### src/rtl/txr_pkg.sv
package txr_pkg;
  localparam int ADDR_W = 64;

  // register word addresses
  localparam logic [2:0] RA_BASE_LO = 3'd0;
  localparam logic [2:0] RA_BASE_HI = 3'd1;
  localparam logic [2:0] RA_RING_SZ = 3'd2;
  localparam logic [2:0] RA_HEAD    = 3'd3;
  localparam logic [2:0] RA_TAIL    = 3'd4;
  localparam logic [2:0] RA_TX_CTL  = 3'd5;
  localparam logic [2:0] RA_DSC_CTL = 3'd6;
  localparam logic [2:0] RA_CAUSE   = 3'd7;

  // descriptor byte offsets and command bits
  localparam logic [3:0] DB_LEN_LO = 4'd8;
  localparam logic [3:0] DB_LEN_HI = 4'd9;
  localparam logic [3:0] DB_CMD    = 4'd11;
  localparam int         DB_STAT   = 12;
  localparam int         CB_EOP    = 0;
  localparam int         CB_RS     = 3;
  localparam logic [7:0] ST_DONE   = 8'h01;

  typedef enum logic [2:0] {
    S_IDLE, S_DESC, S_BUF, S_OUT, S_FLUSH
  } txr_state_e;
endpackage

### src/rtl/txr_regs.sv
module txr_regs
  import txr_pkg::*;
#(
  parameter int MAX_DESC = 256,
  parameter int IDX_W    = $clog2(MAX_DESC)
) (
  input  logic              clk,
  input  logic              rst,
  input  logic              reg_wr,
  input  logic              reg_rd,
  input  logic [2:0]        reg_addr,
  input  logic [31:0]       reg_wdata,
  output logic [31:0]       reg_rdata,
  input  logic [IDX_W-1:0]  head,
  input  logic              set_done,
  input  logic              set_empty,
  output logic [ADDR_W-1:0] base,
  output logic [IDX_W:0]    ring_ent,
  output logic [IDX_W-1:0]  tail,
  output logic              tx_en,
  output logic              all_wb,
  output logic [5:0]        wthresh
);
  localparam int MAX_BLK = MAX_DESC / 8;
  localparam int BLK_W   = $clog2(MAX_BLK) + 1;

  logic [BLK_W-1:0] ring_blk;
  logic [1:0]       cause;
  logic [24:0]      wr_blk;

  assign wr_blk   = reg_wdata[31:7];
  assign ring_ent = {ring_blk, 3'b000};

  always_ff @(posedge clk) begin
    if (rst) begin
      base     <= '0;
      ring_blk <= BLK_W'(1);
      tail     <= '0;
      tx_en    <= 1'b0;
      all_wb   <= 1'b0;
      wthresh  <= '0;
    end else if (reg_wr) begin
      case (reg_addr)
        RA_BASE_LO: base[31:0]  <= reg_wdata;
        RA_BASE_HI: base[63:32] <= reg_wdata;
        RA_RING_SZ: begin
          if (wr_blk == '0)                 ring_blk <= BLK_W'(1);
          else if (wr_blk > 25'(MAX_BLK))   ring_blk <= BLK_W'(MAX_BLK);
          else                              ring_blk <= wr_blk[BLK_W-1:0];
        end
        RA_TAIL:    tail <= reg_wdata[IDX_W-1:0];
        RA_TX_CTL:  tx_en <= reg_wdata[0];
        RA_DSC_CTL: begin
          all_wb  <= reg_wdata[24];
          wthresh <= reg_wdata[21:16];
        end
        default: ;
      endcase
    end
  end

  // sticky cause bits; a read clears them but same-cycle events survive
  always_ff @(posedge clk) begin
    if (rst) begin
      cause <= '0;
    end else if (reg_rd && reg_addr == RA_CAUSE) begin
      cause <= {set_empty, set_done};
    end else begin
      cause <= cause | {set_empty, set_done};
    end
  end

  always_ff @(posedge clk) begin
    if (rst) begin
      reg_rdata <= '0;
    end else if (reg_rd) begin
      case (reg_addr)
        RA_BASE_LO: reg_rdata <= base[31:0];
        RA_BASE_HI: reg_rdata <= base[63:32];
        RA_RING_SZ: reg_rdata <= 32'(ring_blk) << 7;
        RA_HEAD:    reg_rdata <= 32'(head);
        RA_TAIL:    reg_rdata <= 32'(tail);
        RA_TX_CTL:  reg_rdata <= {31'b0, tx_en};
        RA_DSC_CTL: reg_rdata <= {7'b0, all_wb, 2'b0, wthresh, 16'b0};
        default:    reg_rdata <= {30'b0, cause};
      endcase
    end
  end
endmodule

### src/rtl/txr_engine.sv
module txr_engine
  import txr_pkg::*;
#(
  parameter int MAX_DESC = 256,
  parameter int IDX_W    = $clog2(MAX_DESC)
) (
  input  logic              clk,
  input  logic              rst,
  input  logic [ADDR_W-1:0] base,
  input  logic [IDX_W:0]    ring_ent,
  input  logic [IDX_W-1:0]  tail,
  input  logic              tx_en,
  input  logic              all_wb,
  input  logic [5:0]        wthresh,
  output logic              mem_req,
  output logic              mem_we,
  output logic [ADDR_W-1:0] mem_addr,
  output logic [7:0]        mem_wdata,
  input  logic              mem_ack,
  input  logic [7:0]        mem_rdata,
  output logic              tx_valid,
  output logic [7:0]        tx_data,
  output logic              tx_last,
  input  logic              tx_ready,
  output logic [IDX_W-1:0]  head,
  output logic              set_done,
  output logic              set_empty
);
  localparam int CW = IDX_W + 1;

  txr_state_e        state;
  logic [3:0]        k;
  logic [ADDR_W-1:0] buf_addr;
  logic [15:0]       len, off;
  logic              eop_q, rs_q;
  logic [MAX_DESC-1:0] need_wb;
  logic [CW-1:0]     pend_cnt, done_cnt, fl_cnt;
  logic [IDX_W-1:0]  fl_idx, wb_ptr;
  logic              fin, wants, flush_go;
  logic [CW-1:0]     thr;

  function automatic logic [IDX_W-1:0] nxt(input logic [IDX_W-1:0] i);
    return ({1'b0, i} + CW'(1) == ring_ent) ? '0 : i + IDX_W'(1);
  endfunction

  function automatic logic [ADDR_W-1:0] slot_addr(input logic [IDX_W-1:0] i);
    return base + ADDR_W'({i, 4'b0000});
  endfunction

  always_comb begin
    fin = (state == S_DESC && mem_ack && k == DB_CMD && len == '0) ||
          (state == S_OUT && tx_ready && off == len - 16'd1);
    wants = all_wb | ((state == S_DESC) ? mem_rdata[CB_RS] : rs_q);
    thr = (wthresh == '0) ? CW'(1) : CW'(wthresh);
    flush_go = (pend_cnt != '0 && (head == tail || pend_cnt >= thr)) ||
               (done_cnt != '0 && done_cnt >= ring_ent - CW'(1));
  end

  always_ff @(posedge clk) begin
    if (rst) begin
      state <= S_IDLE; k <= '0; buf_addr <= '0; len <= '0; off <= '0;
      eop_q <= 1'b0; rs_q <= 1'b0; need_wb <= '0;
      pend_cnt <= '0; done_cnt <= '0; fl_cnt <= '0; fl_idx <= '0; wb_ptr <= '0;
      mem_req <= 1'b0; mem_we <= 1'b0; mem_addr <= '0; mem_wdata <= '0;
      tx_valid <= 1'b0; tx_data <= '0; tx_last <= 1'b0;
      head <= '0; set_done <= 1'b0; set_empty <= 1'b0;
    end else begin
      set_done  <= 1'b0;
      set_empty <= 1'b0;
      case (state)
        S_IDLE: begin
          if (flush_go) begin
            state  <= S_FLUSH;
            fl_idx <= wb_ptr;
            fl_cnt <= done_cnt;
          end else if (tx_en && head != tail) begin
            state    <= S_DESC;
            k        <= '0;
            mem_req  <= 1'b1;
            mem_we   <= 1'b0;
            mem_addr <= slot_addr(head);
          end
        end
        S_DESC: if (mem_ack) begin
          if (k < 4'd8)          buf_addr[k[2:0]*8 +: 8] <= mem_rdata;
          else if (k == DB_LEN_LO) len[7:0]  <= mem_rdata;
          else if (k == DB_LEN_HI) len[15:8] <= mem_rdata;
          if (k == DB_CMD) begin
            eop_q <= mem_rdata[CB_EOP];
            rs_q  <= mem_rdata[CB_RS];
            if (len == '0) begin
              mem_req <= 1'b0;
              state   <= S_IDLE;
            end else begin
              off      <= '0;
              mem_addr <= buf_addr;
              state    <= S_BUF;
            end
          end else begin
            k        <= k + 4'd1;
            mem_addr <= mem_addr + 64'd1;
          end
        end
        S_BUF: if (mem_ack) begin
          mem_req  <= 1'b0;
          tx_valid <= 1'b1;
          tx_data  <= mem_rdata;
          tx_last  <= eop_q && (off == len - 16'd1);
          state    <= S_OUT;
        end
        S_OUT: if (tx_ready) begin
          tx_valid <= 1'b0;
          tx_last  <= 1'b0;
          if (off == len - 16'd1) begin
            state <= S_IDLE;
          end else begin
            off      <= off + 16'd1;
            mem_req  <= 1'b1;
            mem_addr <= buf_addr + 64'(off) + 64'd1;
            state    <= S_BUF;
          end
        end
        S_FLUSH: begin
          if (fl_cnt == '0) begin
            pend_cnt <= '0;
            done_cnt <= '0;
            wb_ptr   <= fl_idx;
            state    <= S_IDLE;
          end else if (need_wb[fl_idx]) begin
            if (!mem_req) begin
              mem_req   <= 1'b1;
              mem_we    <= 1'b1;
              mem_addr  <= slot_addr(fl_idx) + 64'(DB_STAT);
              mem_wdata <= ST_DONE;
            end else if (mem_ack) begin
              mem_req         <= 1'b0;
              mem_we          <= 1'b0;
              need_wb[fl_idx] <= 1'b0;
              set_done        <= 1'b1;
              fl_idx          <= nxt(fl_idx);
              fl_cnt          <= fl_cnt - CW'(1);
            end
          end else begin
            fl_idx <= nxt(fl_idx);
            fl_cnt <= fl_cnt - CW'(1);
          end
        end
        default: state <= S_IDLE;
      endcase
      if (fin) begin
        head          <= nxt(head);
        need_wb[head] <= wants;
        done_cnt      <= done_cnt + CW'(1);
        if (wants) pend_cnt <= pend_cnt + CW'(1);
        set_empty     <= (nxt(head) == tail);
      end
    end
  end
endmodule

### src/rtl/tx_ring_engine.sv
module tx_ring_engine
  import txr_pkg::*;
#(
  parameter int MAX_DESC = 256
) (
  input  logic        clk,
  input  logic        rst,
  input  logic        reg_wr,
  input  logic        reg_rd,
  input  logic [2:0]  reg_addr,
  input  logic [31:0] reg_wdata,
  output logic [31:0] reg_rdata,
  output logic        mem_req,
  output logic        mem_we,
  output logic [63:0] mem_addr,
  output logic [7:0]  mem_wdata,
  input  logic        mem_ack,
  input  logic [7:0]  mem_rdata,
  output logic        tx_valid,
  output logic [7:0]  tx_data,
  output logic        tx_last,
  input  logic        tx_ready
);
  localparam int IDX_W = $clog2(MAX_DESC);

  logic [ADDR_W-1:0] base_w;
  logic [IDX_W:0]    ring_ent_w;
  logic [IDX_W-1:0]  tail_w, head_w;
  logic              en_w, all_wb_w, sdone_w, sempty_w;
  logic [5:0]        wthr_w;

  txr_regs #(.MAX_DESC(MAX_DESC), .IDX_W(IDX_W)) u_regs (
    .clk(clk), .rst(rst), .reg_wr(reg_wr), .reg_rd(reg_rd),
    .reg_addr(reg_addr), .reg_wdata(reg_wdata), .reg_rdata(reg_rdata),
    .head(head_w), .set_done(sdone_w), .set_empty(sempty_w),
    .base(base_w), .ring_ent(ring_ent_w), .tail(tail_w), .tx_en(en_w),
    .all_wb(all_wb_w), .wthresh(wthr_w)
  );

  txr_engine #(.MAX_DESC(MAX_DESC), .IDX_W(IDX_W)) u_eng (
    .clk(clk), .rst(rst), .base(base_w), .ring_ent(ring_ent_w),
    .tail(tail_w), .tx_en(en_w), .all_wb(all_wb_w), .wthresh(wthr_w),
    .mem_req(mem_req), .mem_we(mem_we), .mem_addr(mem_addr),
    .mem_wdata(mem_wdata), .mem_ack(mem_ack), .mem_rdata(mem_rdata),
    .tx_valid(tx_valid), .tx_data(tx_data), .tx_last(tx_last),
    .tx_ready(tx_ready), .head(head_w), .set_done(sdone_w),
    .set_empty(sempty_w)
  );
endmodule

### config.mk
export PLATFORM = sky130hd
export DESIGN_NAME = tx_ring_engine
export DESIGN_NICKNAME = d
export VERILOG_FILES = /design/src/rtl/txr_pkg.sv /design/src/rtl/txr_regs.sv /design/src/rtl/txr_engine.sv /design/src/rtl/tx_ring_engine.sv
export SDC_FILE = /design/constraint.sdc
export NUM_CORES = 2
export LEC_CHECK = 0
export BUFFER_PORTS_ARGS = -buffer_cell sky130_fd_sc_hd__buf_2
export CORE_ASPECT_RATIO = 0.9
export CORE_MARGIN = 8
export CORE_UTILIZATION = 57
export DETAILED_ROUTE_END_ITERATION = 6
export PLACE_DENSITY_LB_ADDON = 0.3
export SYNTH_ARGS = -nofsm -noshare
export SYNTH_HDL_FRONTEND = slang
export SYNTH_HIERARCHICAL = 1
export SYNTH_SLANG_ARGS = --single-unit
### constraint.sdc
create_clock -name clk -period 3.85 [get_ports clk]
set_input_delay 0 -clock clk [delete_from_list [all_inputs] [get_ports clk]]
set_output_delay 0 -clock clk [all_outputs]
set_load 0.05 [all_outputs]
# Word-level counts from Yosys, hierarchy flattened
# Index checks and enable logic that the tools add are counted.
# totals
regBits,611
inputBits,49
out_inout_bits,116
wordCells,266
# op_classes
addsub,18
magnitude_cmp,8
eq_ne,40
shift,2
mux,99
bitwise,11
reduce_logical,55
# op_table
cell,count
$mux 256,7
$mux 64,10
$and 256x256->256,1
$bwmux 256,1
$not 256->256,1
$pmux 64 s4,1
$pmux 32 s7,1
$add 64x1->64 const B,2
$add 64x12->64,2
$mux 9,12
$mux 16,5
$add 64x16->64,1
$add 64x4->64 const B,1
$bwmux 64,1
$shift 8x34->64 const A,1
$shiftx 8x34->64,1
$mux 8,7
$neg 6->34,1
$pmux 16 s2,1
$gt 25x6->1 const B,1
$logic_not 25->1,1
$mux 1,25
$mux 3,7
$ne 2x2->1 const B,10
other kinds (56),132

# Depth between registers and ports, before layout
# logic_depth
word_depth,14
mapped_depth,20
depth_no_buf,15

# Hierarchy
# The synthesis kept the hierarchy.
# by_module_without_submodules
mod,instances,cells_each,area_per_inst_um2,seq_area_each_um2
txr_engine,1,4534,34628.2,9829.4
txr_regs,1,584,5021.1,2402.3

# Worst setup path after synthesis
# Ideal clock, no wire load.
# synth_timing
path_type,reg2reg
from,reg u_regs.ring_blk[0]
to,reg u_eng.mem_addr[25]
setup_time_ps,142
arrival_ps,3918
required_ps,3708
setup_slack_ps,-210
path_stages_with_launch,17
n_path_buf,2
period_less_slack_ps,4060
cell_sequence,dfxtp_1 -> or3_1 -> or2_2 -> nor4_1 -> xnor2_1 -> ha_1 -> a21oi_1 -> o211a_1 -> o21ai_0 -> a32o_1 -> or2_2 -> o221a_2 -> or3_1 -> clkbuf_1 -> nor2_1 -> clkbuf_1 -> a311oi_1
# synth_via
elab_chain_len,6
# synth_lines
item,line_no,rtl
from (decl),txr_regs.sv:27,logic [BLK_W-1:0] ring_blk;
from (signal assigned),txr_regs.sv:48,else if (wr_blk > 25'(MAX_BLK)) ring_blk <= BLK_W'(MAX_BLK);
from (signal assigned),txr_regs.sv:49,else ring_blk <= wr_blk[BLK_W-1:0];
$sub 9x1->9,txr_engine.sv:56,(done_cnt != '0 && done_cnt >= ring_ent - CW'(1));
$ge 9x9->1,txr_engine.sv:56,
$logic_and 1x1->1,txr_engine.sv:56,
$logic_or 1x1->1,txr_engine.sv:55,flush_go = (pend_cnt != '0 && (head == tail || pend_cnt >= thr)) ||
$ne 2x2->1 (no line),--,
$reduce_and 10->1 (no line),--,
to (signal assigned),txr_engine.sv:81,mem_addr <= slot_addr(head);
to (signal assigned),txr_engine.sv:96,mem_addr <= buf_addr;
to (signal assigned),txr_engine.sv:101,mem_addr <= mem_addr + 64'd1;
to (decl),txr_engine.sv:17,"output logic [ADDR_W-1:0] mem_addr,"
# Every way passes these cells.
# A chain may end at the register's enable or synchronous reset.

# Worst setup path after layout
# layout_timing
from,reg u_regs.ring_blk[0]
to,reg u_eng.mem_addr[38]
# Same word-level chain as after synthesis.

==> results.py <==
metrics = {
    "outcome": {
        "status": "finished, violations left",
        "failed_checks": "setup timing",
    },
    "synth": {
        "yosys_warnings": 6,
        "synth_edf_count": 0,
        "yosysMostFrequentCell": "dfxtp_1",
        "synth_top_cell_area_share": 0.308,
        "async_flop_share": 0,
        "synth.area.top_cells": "dfxtp_1, o211ai_1, nand2_1, o21ai_0, a21oi_1",
        "synthTopCellsByCount": "dfxtp_1, nand2_1, clkbuf_1",
        "syn_inst": 5118,
        "yosysTopAreaCell": "dfxtp_1",
        "synth_ff_type": "dfxtp_1",
        "synth_seq_cells": 611,
        "yosys.cell_types.count": 102,
        "synth.yosys.seq_area_share": 0.308,
        "syn_avg_cell_area_um2": 7.75,
        "syn_area_um2": 39600,
    },
    "setup_path": {
        "cp.buffers_inverters": 2,
        "reg2reg_to": "u_eng/mem_addr[38]",
        "endpoint_kind": "flip-flop",
        "crit_slowest_cell": "or3_4",
        "max_stage_delay_ns": 0.44,
        "r2r_start": "u_regs/ring_blk[0]",
        "reg2reg_slack_ns": -0.04,
        "worstPathArrival_ns": 4.35,
        "cp_data_required_time_ns": 4.31,
        "crit_family": "simple AND/OR/NAND/NOR gates",
        "critPathLaunchType": "flip-flop",
        "worstPathCellList": "or3_4, or2_4, nor4_4, xnor2_1, ha_1, a21oi_2, o211a_1, o21ai_2, a32o_2, or2_4, o221a_4, or3_4, buf_12, nor2_4, buf_12, a211oi_1",
        "path_class": "reg2reg",
        "cp-startpoint": "u_regs/ring_blk[0]",
        "worst_r2r_path_depth": 16,
        "worstPathMaxFanout": 19,
    },
    "clocking": {
        "clockBufferDepth": 3,
        "numCtsBuffers": 70,
        "clkLatencyLatePin_ns": 0.64,
        "root_buffer": "clkbuf_16",
        "cts_tree": "built",
        "clock-sinks": 611,
        "cts_max_level": 3,
        "clk_pin_slew_worst_paths_ns": 0.06,
    },
    "power_and_ir_drop": {
        "p_per_area_nw_per_um2": 344,
        "ir_drop_v": 0.000302,
        "p_total_mw": 15.9,
        "leakagePower_nw": 16.2,
    },
    "die": {
        "die_h_um": 266,
        "core_um2": 68700,
        "die_w_um": 294,
        "io_pins": 165,
        "rows": 91,
        "die_area_um2": 78300,
        "start_util": 0.577,
    },
    "place": {
        "place.gp.congestion": 1.08,
        "dp.cells": 6073,
        "dpl_cell_area_um2": 42700,
        "portBuffers": 157,
        "dp_hpwl_um": 116000,
    },
    "global_routing": {
        "grt.overflow.total": 0,
        "grt_pass1_wl_um": 250000,
        "grt_busiest_layer": "met1",
        "grt_use_met3": 0.164,
        "antenna_found_initial": 5,
        "grt_max_degree": 205,
        "track_usage": 0.406,
        "grt_pass1_vias": 40000,
        "grtUsageMet1": 0.573,
        "grtUsageMet2": 0.552,
    },
    "sta": {
        "worst_pin_slew_ns": 1.19,
        "fmax_mhz": 257,
        "fin_worst_skew_ns": 0.0207,
        "fin_ws_ns": -0.0436,
        "finalSetupViolCount": 25,
        "period_share": 1.01,
        "min_period_ns": 3.89,
        "fin_tns_setup_ns": -0.602,
        "hold_violations": 0,
        "rsz0062_at_grt": "true",
        "drv_slew": 0,
        "max_slew_margin": 0.202,
    },
    "drt": {
        "wirelength_um": 170000,
        "num_vias": 44500,
        "avgRoutedWirePerCell_um": 27.2,
        "dr.pass1.iters": 7,
        "viasPerCell": 7.10,
        "remaining_drc_errors": 0,
        "final_antenna_net_count": 0,
        "dr.first_iter.drc_count": 7721,
    },
    "min_path": {
        "hold_class": "in2reg",
        "hold_start": "reg_addr[1]",
        "hold-path-endpoint": "u_regs/cause[0]",
        "hold_path_depth": 4,
    },
    "flow_run": {
        "cap_violations": 0,
    },
    "layout": {
        "areaGrowthSynthToFinish_pct": 16.8,
        "fin_util": 0.675,
        "instances_no_fill": 6269,
        "nets": 5400,
        "finalInstanceArea_um2": 46300,
        "drive_gt1_frac": 0.152,
    },
}
where the power goes:
part	internal (mW)	switching, mW
clock network	4.47	2.91
registers	6.42	0.137
logic	0.599	1.38
total	11.5	4.42
per-layer routing:
layer  wire length, um  share of wire
met5                39        0.00023
met4              6790          0.040
met3             29300           0.17
met2             66900           0.39
met1             67300           0.39
registers in the layout, summed over array words and instances (netlist names), 9 cells and up:
signal            count
u_eng/buf_addr       64
u_eng/done_cnt        9
u_eng/fl_cnt          9
u_eng/len            16
u_eng/mem_addr       64
u_eng/need_wb       256
u_eng/off            16
u_eng/pend_cnt        9
u_regs/base          64
u_regs/reg_rdata     32
cells by family after synthesis:
| kind of cell | share of synthesized area |
|---|---|
| AND/OR/NAND/NOR | 0.256 |
| AO/OA/AOI/OAI | 0.242 |
| flip-flops | 0.308 |
| buffers and inverters | 0.0561 |
| XOR/XNOR | 0.0479 |
| multiplexers | 0.0667 |
| adder cells (fa/ha/maj) | 0.0228 |
| other | 0.000189 |
placed cells by master, fill, tap and decap left out, drive strengths merged, types with 26 or more instances in the layout:
master	synthesis	final
o221ai	27	27
nand3	160	160
o211ai	280	280
xor2	106	106
and3	63	63
a22oi	56	56
nand4	205	205
nor4	55	55
ha	69	69
mux2	29	29
dfxtp	611	611
clkbuf	391	109
dlygate4sd3	0	47
mux2i	126	126
a21oi	342	342
and2	30	30
nor3	181	181
inv	71	75
and4	26	26
mux4	47	47
o311ai	29	29
nor2b	135	135
o21ai	375	375
buf	88	509
xnor2	111	111
a211oi	81	81
nand2	481	481
nor2	382	382
a31oi	44	44
or3	170	170
worst reg2reg max path, cell delays in order, from the launching register on:
cell      delay (ns)
dfxtp_2         0.32
or3_4           0.36
or2_4           0.26
nor4_4          0.16
xnor2_1         0.15
ha_1            0.27
a21oi_2         0.17
o211a_1         0.18
o21ai_2         0.05
a32o_2          0.26
or2_4           0.24
o221a_4         0.24
or3_4           0.44
buf_12          0.18
nor2_4          0.15
buf_12          0.18
a211oi_1        0.10
layout make-up:
| cell class | count | area, um2 |
|---|---|---|
| inverters | 72 | 273 |
| well taps | 930 | 1160 |
| repair buffers | 561 | 4540 |
| multi-input cells | 3964 | 25600 |
| fillers | 5732 | 22300 |
| clock buffers | 105 | 2110 |
| clock inverters | 23 | 402 |
| flip-flops and latches | 611 | 12200 |
| diodes | 3 | 7.51 |
timing repair:
| action | CTS | global route |
|---|---|---|
| hold buffers | 47 | 0 |
| gates resized for setup | 13 | 65 |
| setup buffers | 1 | 7 |
| cloned | 2 | 8 |
| pin swaps | 7 | 13 |
| hold endpoints to repair | 211 | 0 |
| endpoints found under the setup margin | 61 | 310 |
metrics by stage:
stage	hold slack, ns	setup slack, ns
after floorplan	0.104	0.00513
after global placement	0.264	-0.180
after detailed placement	0.271	-0.209
after CTS	0.0107	-0.00550
after global routing	0.102	-0.128
final	0.0488	-0.0436
how the worst max path moves through the flow:
stage	end	slack, ns	cells past startpoint
5_1_grt	u_eng/mem_addr[25]	-0.13	16
6_report	u_eng/mem_addr[38]	-0.04	16
3_5_place_dp	u_eng/mem_addr[35]	-0.21	16
2_1_floorplan	u_eng/mem_addr[44]	0.005	15
4_1_cts	u_eng/mem_addr[57]	-0.006	15
3_3_place_gp	u_eng/mem_addr[12]	-0.18	16
No activity file was read; power rests on OpenSTA's default activity.
